**config.mk**
```make
export PLATFORM = sky130hd
export DESIGN_NAME = adc_scan_seq
export DESIGN_NICKNAME = d
export VERILOG_FILES = /design/src/rtl/adc_scan_pkg.sv /design/src/rtl/adc_trig_merge.sv /design/src/rtl/adc_chan_pick.sv /design/src/rtl/adc_result_bank.sv /design/src/rtl/adc_scan_seq.sv
export SDC_FILE = /design/constraint.sdc
export NUM_CORES = 1
export LEC_CHECK = 0
export ABC_AREA = 1
export BUFFER_PORTS_ARGS = -buffer_cell sky130_fd_sc_hd__buf_2
export CORE_MARGIN = 2
export CORE_UTILIZATION = 49
export CTS_CLUSTER_SIZE = 28
export DETAILED_ROUTE_END_ITERATION = 12
export PLACE_DENSITY = 0.77
export SYNTH_ARGS = -nofsm -noshare
export SYNTH_HDL_FRONTEND = slang
export SYNTH_HIERARCHICAL = 1
export SYNTH_SLANG_ARGS = --single-unit
```
**constraint.sdc**
```tcl
create_clock -name clk -period 1.6 [get_ports clk]
set_input_delay 0.08 -clock clk [delete_from_list [all_inputs] [get_ports clk]]
set_output_delay 0.08 -clock clk [all_outputs]
set_load 0.02 [all_outputs]
```
**src/rtl/adc_scan_pkg.sv**
```systemverilog
package adc_scan_pkg;

  // Number of start sources merged into one request
  localparam int NUM_START_SRC = 4;

  // Phase of the pass
  typedef enum logic [1:0] {
    ST_IDLE   = 2'd0,
    ST_DELAY  = 2'd1,
    ST_SAMPLE = 2'd2,
    ST_CONV   = 2'd3
  } scan_state_e;

endpackage

```
**src/rtl/adc_trig_merge.sv**
```systemverilog
module adc_trig_merge #(
  parameter int NSRC = 4
) (
  input  logic [NSRC-1:0] src,
  output logic            req
);
  // Any source pulse asks for a pass
  assign req = |src;
endmodule

```
**src/rtl/adc_chan_pick.sv**
```systemverilog
module adc_chan_pick #(
  parameter int NCH  = 8,
  parameter int CH_W = 3
) (
  input  logic [NCH-1:0]  mask,
  input  logic [CH_W-1:0] from_ch,
  input  logic            incl,
  output logic            found,
  output logic [CH_W-1:0] pick
);
  logic [NCH-1:0] cand;

  // Candidate channels: above from_ch, or equal to it when incl is set
  for (genvar i = 0; i < NCH; i++) begin : g_cand
    assign cand[i] = mask[i] &&
                     ((CH_W'(i) > from_ch) || (incl && (CH_W'(i) == from_ch)));
  end

  // Lowest candidate wins
  always_comb begin
    found = 1'b0;
    pick  = '0;
    for (int i = NCH - 1; i >= 0; i--) begin
      if (cand[i]) begin
        found = 1'b1;
        pick  = CH_W'(i);
      end
    end
  end
endmodule

```
**src/rtl/adc_result_bank.sv**
```systemverilog
module adc_result_bank #(
  parameter int NCH   = 8,
  parameter int RES_W = 10
) (
  input  logic                 clk,
  input  logic                 rst_n,
  input  logic [NCH-1:0]       wr_en,
  input  logic [RES_W-1:0]     wr_data,
  output logic [NCH*RES_W-1:0] bank
);
  for (genvar i = 0; i < NCH; i++) begin : g_slot
    logic [RES_W-1:0] slot_q;
    always_ff @(posedge clk or negedge rst_n) begin
      if (!rst_n)        slot_q <= '0;
      else if (wr_en[i]) slot_q <= wr_data;
    end
    assign bank[i*RES_W +: RES_W] = slot_q;
  end
endmodule

```
**src/rtl/adc_scan_seq.sv**
```systemverilog
module adc_scan_seq
  import adc_scan_pkg::*;
#(
  parameter int NCH       = 8,
  parameter int RES_W     = 10,
  parameter int CNT_W     = 6,
  parameter int START_DLY = 4,
  localparam int CH_W     = (NCH > 1) ? $clog2(NCH) : 1
) (
  input  logic                 clk,
  input  logic                 rst_n,
  input  logic                 sw_start_set,
  input  logic                 sw_start_clr,
  input  logic                 trig_tmr_a,
  input  logic                 trig_tmr_b,
  input  logic                 trig_ext,
  input  logic [NCH-1:0]       ch_mask,
  input  logic [CNT_W-1:0]     first_len,
  input  logic [CNT_W-1:0]     next_len,
  input  logic                 irq_en,
  input  logic                 flag_clr,
  output logic                 scan_busy,
  output logic [CH_W-1:0]      conv_ch,
  output logic                 conv_sample,
  output logic                 conv_start,
  input  logic                 conv_done,
  input  logic [RES_W-1:0]     conv_result,
  output logic [NCH*RES_W-1:0] result_bus,
  output logic                 end_flag,
  output logic                 irq
);

  localparam logic [CNT_W-1:0] DLY_INIT = CNT_W'(START_DLY - 1);

  // Last count value of a window of n cycles; n = 0 behaves as 1
  function automatic logic [CNT_W-1:0] win_last(input logic [CNT_W-1:0] n);
    return (n == '0) ? '0 : n - CNT_W'(1);
  endfunction

  scan_state_e      state_q;
  logic [CNT_W-1:0] cnt_q;
  logic [CH_W-1:0]  ch_q;
  logic [NCH-1:0]   mask_q;
  logic             flag_q;

  // Named internal events
  logic             start_req;
  logic             first_found;
  logic [CH_W-1:0]  first_ch;
  logic             more_found;
  logic [CH_W-1:0]  next_ch;
  logic             cnt_zero;
  logic             scan_go;
  logic             abort_evt;
  logic             store_evt;
  logic             scan_done_evt;
  logic [NCH-1:0]   wr_en;

  adc_trig_merge #(.NSRC(NUM_START_SRC)) u_trig (
    .src ({sw_start_set, trig_tmr_a, trig_tmr_b, trig_ext}),
    .req (start_req)
  );

  adc_chan_pick #(.NCH(NCH), .CH_W(CH_W)) u_pick_first (
    .mask    (ch_mask),
    .from_ch ('0),
    .incl    (1'b1),
    .found   (first_found),
    .pick    (first_ch)
  );

  adc_chan_pick #(.NCH(NCH), .CH_W(CH_W)) u_pick_next (
    .mask    (mask_q),
    .from_ch (ch_q),
    .incl    (1'b0),
    .found   (more_found),
    .pick    (next_ch)
  );

  assign cnt_zero      = (cnt_q == '0);
  assign scan_go       = (state_q == ST_IDLE) && start_req && !sw_start_clr && first_found;
  assign abort_evt     = (state_q != ST_IDLE) && sw_start_clr;
  assign store_evt     = (state_q == ST_CONV) && conv_done && !sw_start_clr;
  assign scan_done_evt = store_evt && !more_found;

  for (genvar i = 0; i < NCH; i++) begin : g_wr
    assign wr_en[i] = store_evt && (ch_q == CH_W'(i));
  end

  adc_result_bank #(.NCH(NCH), .RES_W(RES_W)) u_bank (
    .clk     (clk),
    .rst_n   (rst_n),
    .wr_en   (wr_en),
    .wr_data (conv_result),
    .bank    (result_bus)
  );

  always_ff @(posedge clk or negedge rst_n) begin
    if (!rst_n) begin
      state_q <= ST_IDLE;
      cnt_q   <= '0;
      ch_q    <= '0;
      mask_q  <= '0;
    end else if (abort_evt) begin
      state_q <= ST_IDLE;
    end else begin
      case (state_q)
        ST_IDLE: begin
          if (scan_go) begin
            state_q <= ST_DELAY;
            cnt_q   <= DLY_INIT;
            mask_q  <= ch_mask;
            ch_q    <= first_ch;
          end
        end
        ST_DELAY: begin
          if (cnt_zero) begin
            state_q <= ST_SAMPLE;
            cnt_q   <= win_last(first_len);
          end else begin
            cnt_q <= cnt_q - CNT_W'(1);
          end
        end
        ST_SAMPLE: begin
          if (cnt_zero) state_q <= ST_CONV;
          else          cnt_q   <= cnt_q - CNT_W'(1);
        end
        ST_CONV: begin
          if (conv_done) begin
            if (more_found) begin
              ch_q    <= next_ch;
              state_q <= ST_SAMPLE;
              cnt_q   <= win_last(next_len);
            end else begin
              state_q <= ST_IDLE;
            end
          end
        end
        default: state_q <= ST_IDLE;
      endcase
    end
  end

  // Completion flag: set wins over the clear write
  always_ff @(posedge clk or negedge rst_n) begin
    if (!rst_n)             flag_q <= 1'b0;
    else if (scan_done_evt) flag_q <= 1'b1;
    else if (flag_clr)      flag_q <= 1'b0;
  end

  assign scan_busy   = (state_q != ST_IDLE);
  assign conv_ch     = ch_q;
  assign conv_sample = (state_q == ST_SAMPLE);
  assign conv_start  = (state_q == ST_SAMPLE) && cnt_zero;
  assign end_flag    = flag_q;
  assign irq         = flag_q && irq_en;

endmodule

```
==> results of run 1 <==
layout by cell type, fill, tap and decap left out, types with 3 or more instances in the layout:
cell,netlist,layout
nor2_4,3,12
inv_2,14,11
nand4_1,5,5
nand2_1,335,302
inv_8,0,3
clkbuf_8,0,9
a21oi_1,6,5
mux2_2,8,8
conb_1,2,15
o211ai_1,6,6
buf_4,1,51
nand3_1,30,27
a21oi_2,4,5
buf_6,8,14
ha_1,10,7
o21ai_2,1,3
nand2_2,12,40
dfrtp_1,100,97
buf_2,1,125
dlygate4sd3_1,0,10
o21ai_1,6,7
nand3_2,1,3
nor2_1,41,27
o21ai_0,8,5
inv_6,0,3
dfrtp_2,0,3
clkinv_4,2,3
inv_4,0,4
inv_1,49,46
nor2_2,2,7
nand2_4,2,7
through the flow:
stage | power [mW] | hold WS [ns]
floorplan | 7.29 | -0.216
CTS | 10.9 | 0.0183
global placement | 8.86 | 0.0271
global route | 12.2 | 0.0351
detailed placement | 9.04 | 0.0302
finish | 11.5 | 0.0302
state kept, by name (all words and copies together) (netlist names):
| register | cells |
|---|---|
| end_flag | 1 |
| conv_ch | 3 |
| mask_q | 8 |
| cnt_q | 6 |
| state_q | 2 |
| u_bank/g_slot.slot_q | 80 |
final cells by class:
cell class / instances / share of cell area, %
clock buffers: 9 / 1.76
well taps: 136 / 2.41
inverters: 68 / 4.13
repair buffers: 203 / 18.7
multi-input cells: 505 / 36.4
clock inverters: 7 / 0.976
flip-flops and latches: 100 / 35.5
repair inverters: 1 / 0.0887
power groups by stage:
stage / sequential, mW / clock [mW] / combinational, mW
after floorplan: 4.91 / 0 / 2.37
after global placement: 4.06 / 0 / 4.80
after detailed placement: 4.09 / 0 / 4.95
after CTS: 4.07 / 1.61 / 5.26
after global routing: 4.19 / 1.70 / 6.31
final: 4.10 / 1.59 / 5.85
worst paths after layout:
path | start | to | cells after the start
worst min-delay path | conv_result[2] | u_bank/g_slot[0].slot_q[2] | 3
worst min register to register | u_bank/g_slot[2].slot_q[9] | u_bank/g_slot[2].slot_q[9] | 2
worst max-delay path | conv_ch[2] | cnt_q[4] | 13
worst max register to register | conv_ch[2] | cnt_q[4] | 13
min in group asynchronous | rst_n | u_bank/g_slot[0].slot_q[3] | 2
max in group asynchronous | rst_n | conv_ch[1] | 3
tightest hold or removal path, cell delays in order:
cell and delay, ns:
buf_2 0.18, nand2_2 0.07, nand2_1 0.04
layer usage:
layer	up-vias	global-route usage (%)	wire length, um
met2	185	39.2	7240
met5	-	0	0
met1	2404	31.0	6120
li1	2478	-	-
met4	0	10.1	402
met3	38	3.39	804
cell families (layout without fill, tap and decap cells):
logic type / after synthesis / after routing
mux: 8 / 8
flops: 100 / 100
buf+inv: 87 / 288
simple gates: 436 / 436
other cells: 2 / 15
compound gates: 33 / 33
xor+xnor: 3 / 3
fa+ha+maj: 10 / 10
timing repair:
action                                  CTS  global route
hold endpoints to repair                 38             0
cloned                                    0             1
endpoints found under the setup margin   91            95
hold buffers                             10             0
pin swaps                                 6            42
gates resized for setup                  11            89
buffers inserted                         16            28
==> reports/results.ini, run 1 <==
[setup_path]
reg2reg_slack_ns=-0.27
crit_top_cell=nand2_2
max_stage_delay_ns=0.46
cp_cell_sequence=inv_2, o211ai_2, nand2_2, nor2_2, nand4_1, inv_1, o21ai_1, nand2_2, clkinv_2, nand3_4, inv_2, nand2_1, nand2_2
cp-end-kind=register
critPathArrivalTime_ns=2.13
crit_slowest_cell=dfrtp_2
required_ns=1.86
startpoint_type=register
cpLargestDelayFamily=simple AND/OR/NAND/NOR gates
crit_buf_inv=4
worstSetupPathType=register to register
cp_max_fo=6

[global_route]
globalRouteTotalUtil_pct=23.6
grt_pass1_vias=4672
grt_max_degree=53
antenna_found_initial=0
grt_pass1_wl_um=21700
grt_overflow_total=0

[synth]
yosys.area_share.simple_pct=34.3
synth_area_sq_um=5280
seq_area_frac_synth_pct=47.4
synth_edf_count=0
async_flop_share_pct=100
synth_compound_gate_area_share_pct=4.05
synthTopCellsByArea=dfrtp_1 (47%), nand2_1 (24%), inv_1 (3.5%)
yosys.area_share.adder_pct=2.37
synth.most_common_cell=nand2_1
postSynthCellCount=679
synth_top_area_share_pct=47.4
syn_area_per_cell_sq_um=7.77
netlist.top_cell.by_area=dfrtp_1
synth_xor_area_share_pct=0.498
synthFlopType=dfrtp_1
yosys_warnings=6
ys_ff_latch=100
synthTopCellsByCount=nand2_1 (335), dfrtp_1 (100), inv_1 (49)
synth_mux_area_share_pct=1.71
synth_top_family_by_area=simple AND/OR/NAND/NOR gates
ys_types=34

[cells_and_area]
area.sequential_sq_um=2510
n_antenna_cell=0
multi_input_area_sq_um=2570
nFillCells=842
utilization_pct=68.0
finalNonFillerCells=1029
final_area_sq_um=7050
layout-drive-gt1-share_pct=36.7
fin_nets=938
area_delta_synth_final_pct=33.6

[sta]
max_freq_ghz=0.534
fin_crit_ns=1.87
finClkSkew_ns=0.0195
rsz0062_at_grt=yes
finalSetupTns_ns=-2.47
setup-violations-final=12
finalWorstSetupSlack_ns=-0.272
finalMaxSlewViolations=0
hold_viol_final=0
post-route-period-util_pct=117

[routing]
drt-initial-drc-count=368
viasPerCell=4.96
drc_errors=0
avgRoutedWirePerCell_um=14.2
drtPass1Iterations=4
vias=5105
totalWireLength_um=14600
ant_nets=0

[clocking]
clkSinkCount=100
cts_tree=built
clock_latency_ns=0.37
cts_made_buffers=9
cts_root_buffer=clkbuf_8
htreeDepth=3
path_clk_slew_ns=0.11
cts_buffer_depth=2

[place]
place_congestion=0.882
place_area_sq_um=6130
dp_slack_ns=-0.171
hpwlAfterDp_um=9980
dp.cells=961
port_buffers=127

[floorplan]
die_height_um=108
pin_count=128
core_area_sq_um=10400
start_util_pct=50.9
rows=37
dieArea_sq_um=11600
fp.dieW_um=108

[pwr]
comb_power_share_pct=50.7
vdd_drop_max_v=0.000919
sw_frac_of_total_pct=45.2
p_switching_mw=5.22
power_density_nw_per_um2=1640
p_clk_share_pct=13.8
seq_power_share_pct=35.6
p_leak_nw=4.16
intPower_mw=6.32

[run_status]
status=complete, but fails checks
violations=setup timing

[worst_hold_path]
hp-class=primary input to register

[job]
max_cap_viol_count=0

(Power assumes the default switching activity.)
==> inputs of run 2 (changes only) <==
--- a/config.mk
+++ b/config.mk
@@ -7,11 +7,13 @@
 export LEC_CHECK = 0
 export ABC_AREA = 1
 export BUFFER_PORTS_ARGS = -buffer_cell sky130_fd_sc_hd__buf_2
+export CELL_PAD_IN_SITES_DETAIL_PLACEMENT = 1
+export CELL_PAD_IN_SITES_GLOBAL_PLACEMENT = 1
 export CORE_MARGIN = 2
-export CORE_UTILIZATION = 49
+export CORE_UTILIZATION = 42
 export CTS_CLUSTER_SIZE = 28
 export DETAILED_ROUTE_END_ITERATION = 12
-export PLACE_DENSITY = 0.77
+export PLACE_DENSITY_LB_ADDON = 0.1
 export SYNTH_ARGS = -nofsm -noshare
 export SYNTH_HDL_FRONTEND = slang
 export SYNTH_HIERARCHICAL = 1
==> constraint.sdc (replaced) <==
create_clock -name clk -period 2.3 [get_ports clk]
set_input_delay 0.115 -clock clk [delete_from_list [all_inputs] [get_ports clk]]
set_output_delay 0.115 -clock clk [all_outputs]
set_load 0.02 [all_outputs]
==> run 2 against run 1 <==
  * The flow now finishes without violations
  * Non-clock buffer count shrank 64
  * Combinational power is 44% lower
  * Count of clock-buffer cells in the layout did not move
  * Sequential power down 31%
  * Register-to-register slack gained 0.49 ns
  * Power fell by 34%
  * Cell area fell by 10%
  * First-iteration DRC count shrank 26%
  * Utilization shrank 16 points
  * Global-route usage decreased by 0.44 points
==> reports/results.ini, run 2 (same netlist as run 1, synthesis figures left out) <==
[pwr]
intPower_mw=4.24  ; -33%
power_density_nw_per_um2=1200  ; -27%
p_leak_nw=3.80  ; -8.8%
vdd_drop_max_v=0.000652  ; -29%
finalPower_mw=7.58  ; -34%
sw_frac_of_total_pct=44.0  ; -1.2 points
p_switching_mw=3.34  ; -36%
seq_power_share_pct=37.6  ; +2.0 points
comb_power_share_pct=43.2  ; -7.5 points
p_clk_share_pct=19.2  ; +5.4 points

[routing]
totalWireLength_um=14900  ; +2.5%
ant_nets=0  ; unchanged
drc_errors=0  ; unchanged
drtPass1Iterations=4  ; unchanged
drt-initial-drc-count=273  ; -26%
avgRoutedWirePerCell_um=15.0  ; +5.9%
viasPerCell=4.77  ; -4.0%
vias=4746  ; -7.0%

[setup_path]
worstSetupPathType=register to register
startpoint_type=register
required_ns=2.52  ; +0.66 ns
cp-end-kind=register
critPathArrivalTime_ns=2.31  ; +0.18 ns
cp_max_fo=8  ; +2
crit_buf_inv=3  ; -1
cpLargestDelayFamily=simple AND/OR/NAND/NOR gates
crit_slowest_cell=dfrtp_1
max_stage_delay_ns=0.51  ; +0.05 ns
cp_cell_sequence=nand2_2, nor2_1, o21ai_1, nor2_1, nand4_1, inv_1, o21ai_0, nand2_2, clkinv_1, nand3_2, inv_2, nand2_1, nand2_1

[clocking]
htreeDepth=3  ; unchanged
clkSinkCount=100  ; unchanged
path_clk_slew_ns=0.07  ; -0.04 ns
cts_buffer_depth=2  ; unchanged
cts.repair.resized=0  ; -11
cts_root_buffer=clkbuf_16
cts_made_buffers=9  ; unchanged
clock_latency_ns=0.34  ; -0.03 ns
cts_tree=built

[sta]
finalMaxSlewViolations=0  ; unchanged
finalSetupTns_ns=0  ; +2.47 ns
hold_viol_final=0  ; unchanged
post-route-period-util_pct=90.7  ; -26 points
slew_headroom_pct=63.1
finClkSkew_ns=0.00780  ; -0.0117 ns
finalWorstSetupSlack_ns=0.214  ; +0.486 ns
fin_crit_ns=2.09  ; +0.214 ns
max_freq_ghz=0.479  ; -10%
setup-violations-final=0  ; -12
tightest_slew_ns=0.553
finalHoldWorstSlack_ns=0.0231  ; -0.00711 ns
rsz0062_at_grt=no

[place]
place_area_sq_um=6030  ; -1.7%
place_congestion=0.812  ; -8.0%
port_buffers=127  ; unchanged
hpwlAfterDp_um=11100  ; +11%
dp_slack_ns=0.267  ; +0.437 ns
dp.cells=978  ; +1.8%

[global_route]
grt_pass1_wl_um=24400  ; +12%
top_usage_layer=met2
grt_overflow_total=0  ; unchanged
grt_pass1_vias=4934  ; +5.6%
met3_usage_pct=5.45  ; +2.1 points
grt_util_met1_pct=30.2  ; -0.79 points
grt_max_degree=101  ; +91%
globalRouteTotalUtil_pct=23.2  ; -0.44 points
antenna_found_initial=0  ; unchanged
met2_usage_pct=40.3  ; +1.1 points

[cells_and_area]
layout-drive-gt1-share_pct=25.0  ; -12 points
mostFrequentLayoutCells=nand2_1 (335), buf_2 (126), dfrtp_1 (100)
regMostFlops=u_bank/g_slot.slot_q
area_delta_synth_final_pct=19.9
mostFrequentLayoutCell=nand2_1
utilization_pct=52.0  ; -16 points
nFillCells=1610  ; +91%
largest_register_ffs=80  ; unchanged
final_area_sq_um=6330  ; -10%
biggestRegsByFlops=u_bank/g_slot.slot_q (80), mask_q (8), cnt_q (6)
n_antenna_cell=0  ; unchanged
fin_nets=873  ; -6.9%
finalNonFillerCells=996  ; -3.2%

[floorplan]
dieArea_sq_um=13500  ; +16%
start_util_pct=43.4  ; -7.5 points
fp.dieW_um=116  ; +7.7%
die_height_um=116  ; +7.7%
pin_count=128  ; unchanged
core_area_sq_um=12200  ; +17%
rows=40  ; +8.1%

[job]
max_cap_viol_count=0  ; unchanged

[run_status]
status=completed

[worst_hold_path]
hp-class=primary input to register

-- run 2: repair_timing --
action	4_1_cts	5_1_grt
setup buffers	0	0
hold buffers	2	0
hold endpoints to repair	101	0
-- run 2: routing by layer --
layer  share of wire [%]  up-vias
met1                  44     2301
met5                   0        -
li1                    -     2343
met3                 5.8        6
met4                0.46        0
met2                  50       96
-- run 2: final timing paths --
kind,start,to,slack [ns],depth (start not counted)
worst max register to register,conv_ch[1],cnt_q[4],0.21,13
min in group asynchronous,rst_n,u_bank/g_slot[4].slot_q[0],0.38,3
worst max-delay path,conv_ch[1],cnt_q[4],0.21,13
max in group asynchronous,rst_n,u_bank/g_slot[1].slot_q[0],1.51,3
worst min-delay path,ch_mask[7],mask_q[7],0.02,2
worst min register to register,u_bank/g_slot[4].slot_q[7],u_bank/g_slot[4].slot_q[7],0.47,2
-- run 2: power by group through the flow --
stage	clock, mW	combinational, mW	sequential, mW
3_5_place_dp	0	3.29	2.87
6_report	1.46	3.27	2.84
5_1_grt	1.56	3.66	2.93
3_3_place_gp	0	3.17	2.84
2_1_floorplan	0	1.63	3.40
4_1_cts	1.49	3.31	2.85
-- run 2: final cells by class --
cell class / instances / area [sq um] / share of cell area [%]
clock buffer: 9 / 225 / 3.56
clock inverter: 7 / 57.6 / 0.909
inverter: 68 / 265 / 4.19
multi-input combinational: 505 / 2320 / 36.7
sequential: 100 / 2500 / 39.5
tap: 168 / 210 / 3.32
timing repair buffer: 139 / 746 / 11.8
==> inputs of run 3 (changes only) <==
--- a/config.mk
+++ b/config.mk
@@ -13,7 +13,9 @@
 export CORE_UTILIZATION = 42
 export CTS_CLUSTER_SIZE = 28
 export DETAILED_ROUTE_END_ITERATION = 12
+export GPL_TIMING_DRIVEN = 0
 export PLACE_DENSITY_LB_ADDON = 0.1
+export REMOVE_ABC_BUFFERS = 1
 export SYNTH_ARGS = -nofsm -noshare
 export SYNTH_HDL_FRONTEND = slang
 export SYNTH_HIERARCHICAL = 1
==> run 3 against run 2 <==
  * Power up 2.1%
  * First-iteration DRC count down 44%
  * Largest power group unchanged
  * Highest routed layer unchanged
  * Sequential share of layout area down 0.50 points
  * Via count up 0.27%
  * Cell area up 1.4%
  * Fmax down 2.7%
==> reports/results.ini, run 3 (same netlist as run 1, synthesis figures left out) <==
[run_status]
status=completed

[sta]
finalMaxSlewViolations=0  ; unchanged
finClkSkew_ns=0.00780  ; +0.00000147 ns
setup-violations-final=0  ; unchanged
finalSetupTns_ns=0  ; unchanged
max_freq_ghz=0.466  ; -2.7%
rsz0062_at_grt=yes
hold_viol_final=0  ; unchanged
fin_crit_ns=2.14  ; +0.0579 ns
post-route-period-util_pct=93.2  ; +2.5 points

[cells_and_area]
mostFrequentLayoutCell=nand2_1
biggestRegsByFlops=u_bank/g_slot.slot_q (80), mask_q (8), cnt_q (6)
regMostFlops=u_bank/g_slot.slot_q
mostFrequentLayoutCells=nand2_1 (335), buf_2 (126), dfrtp_1 (97)
n_antenna_cell=0  ; unchanged
layout-drive-gt1-share_pct=26.4  ; +1.4 points
fin_nets=872  ; -0.11%
area_delta_synth_final_pct=21.6
largest_register_ffs=80  ; unchanged

[clocking]
cts_tree=built
clock_latency_ns=0.34  ; about the same
cts_buffer_depth=2  ; unchanged
clkSinkCount=100  ; unchanged
cts_made_buffers=9  ; unchanged
path_clk_slew_ns=0.07  ; about the same
htreeDepth=3  ; unchanged
cts_root_buffer=clkbuf_16

[global_route]
grt_overflow_total=0  ; unchanged
antenna_found_initial=0  ; unchanged
grt_max_degree=70  ; -31%
grt_pass1_wl_um=23300  ; -4.4%
grt_pass1_vias=4781  ; -3.1%
globalRouteTotalUtil_pct=22.2  ; -1.0 points

[floorplan]
die_height_um=116  ; unchanged
rows=40  ; unchanged
core_area_sq_um=12200  ; unchanged
pin_count=128  ; unchanged
start_util_pct=43.4  ; unchanged
dieArea_sq_um=13500  ; unchanged
fp.dieW_um=116  ; unchanged

[pwr]
power_density_nw_per_um2=1210  ; +0.69%
finalPower_mw=7.74  ; +2.1%
vdd_drop_max_v=0.000439  ; -33%
p_leak_nw=3.80  ; about the same

[setup_path]
worstSetupPathType=register to register
cp_max_fo=11  ; +3
reg2reg_depth=8  ; -5
startpoint_type=register
cp-end-kind=register
critPathArrivalTime_ns=2.37  ; +0.06 ns
required_ns=2.53  ; about the same

[routing]
ant_nets=0  ; unchanged
drt-initial-drc-count=152  ; -44%
drc_errors=0  ; unchanged
vias=4759  ; +0.27%
drtPass1Iterations=4  ; unchanged
viasPerCell=4.78  ; +0.37%
avgRoutedWirePerCell_um=14.7  ; -1.8%
totalWireLength_um=14600  ; -1.9%

[worst_hold_path]
hp-class=primary input to register
min_path_cells=2  ; unchanged

[place]
port_buffers=127  ; unchanged
place_congestion=0.842  ; +3.7%
hpwlAfterDp_um=10900  ; -1.6%

[job]
max_cap_viol_count=0  ; unchanged

run 3: changes by cell type in the layout (fill, tap and decap cells not counted), sizes merged:
cell,previous run,this run
buf,137,136
bufinv,0,1
clkinv,7,6
run 3: area by class of cell:
class	instances	area, sq um
timing repair buffer	138	746
multi-input combinational	505	2380
clock inverter	7	82.6
sequential	100	2510
inverter	68	265
fill	1591	5740
tap	168	210
clock buffer	9	225
run 3: through the flow:
| step | instances | cell area, sq um | utilization (%) | hold slack [ns] | setup slack (ns) |
|---|---|---|---|---|---|
| 2_1_floorplan | 673 | 5090 | - | -0.181 | 0.456 |
| 3_3_place_gp | 968 | 5940 | 48.8 | 0.297 | -0.183 |
| 3_5_place_dp | 969 | 5970 | 49.1 | 0.0919 | -0.228 |
| 4_1_cts | 987 | 6310 | 51.9 | 0.0171 | -0.207 |
| 5_1_grt | 995 | 6420 | 52.8 | 0.0315 | -0.0321 |
| 6_report | 995 | 6420 | 52.8 | 0.0258 | 0.156 |
run 3: what timing repair did:
item / CTS / global route
setup buffers: 0 / 8
setup endpoints to repair: 80 / 87
endpoints found under the hold margin: 32 / 0
hold buffers: 2 / 0
resized for setup: 6 / 14
pin swaps: 0 / 2
run 3: worst max-delay path: stages (launching register included):
cell and delay [ns]:
dfrtp_1 0.40, ha_2 0.33, nand2_1 0.08, nor2_1 0.25
nand2_1 0.30, nor2_4 0.32, inv_2 0.15, nand2_1 0.12
nand2_1 0.07
run 3: worst paths after layout:
path	start	to	slack [ns]
worst max-delay path	state_q[1]	u_bank/g_slot[0].slot_q[5]	0.16
worst min-delay path	ch_mask[7]	mask_q[7]	0.03
worst max register to register	state_q[1]	u_bank/g_slot[0].slot_q[5]	0.16
worst min register to register	u_bank/g_slot[2].slot_q[6]	u_bank/g_slot[2].slot_q[6]	0.47
max in group asynchronous	rst_n	u_bank/g_slot[4].slot_q[8]	1.36
min in group asynchronous	rst_n	u_bank/g_slot[3].slot_q[6]	0.26
run 3: power by group:
group / total (mW) / switching [mW] / internal [mW]
clock: 1.56 / 0.698 / 0.861
sequential: 2.83 / 0.432 / 2.39
combinational: 3.35 / 2.24 / 1.12
total: 7.74 / 3.37 / 4.37
run 3: per-layer routing:
layer,share of wire (%),global-route usage (%),vias to the layer above,routed length [um]
li1,-,-,2341,-
met1,44,28.1,2285,6500
met2,50,39.3,120,7340
met3,4.2,3.63,13,614
met4,1.3,6.59,0,193
met5,0,0,-,0
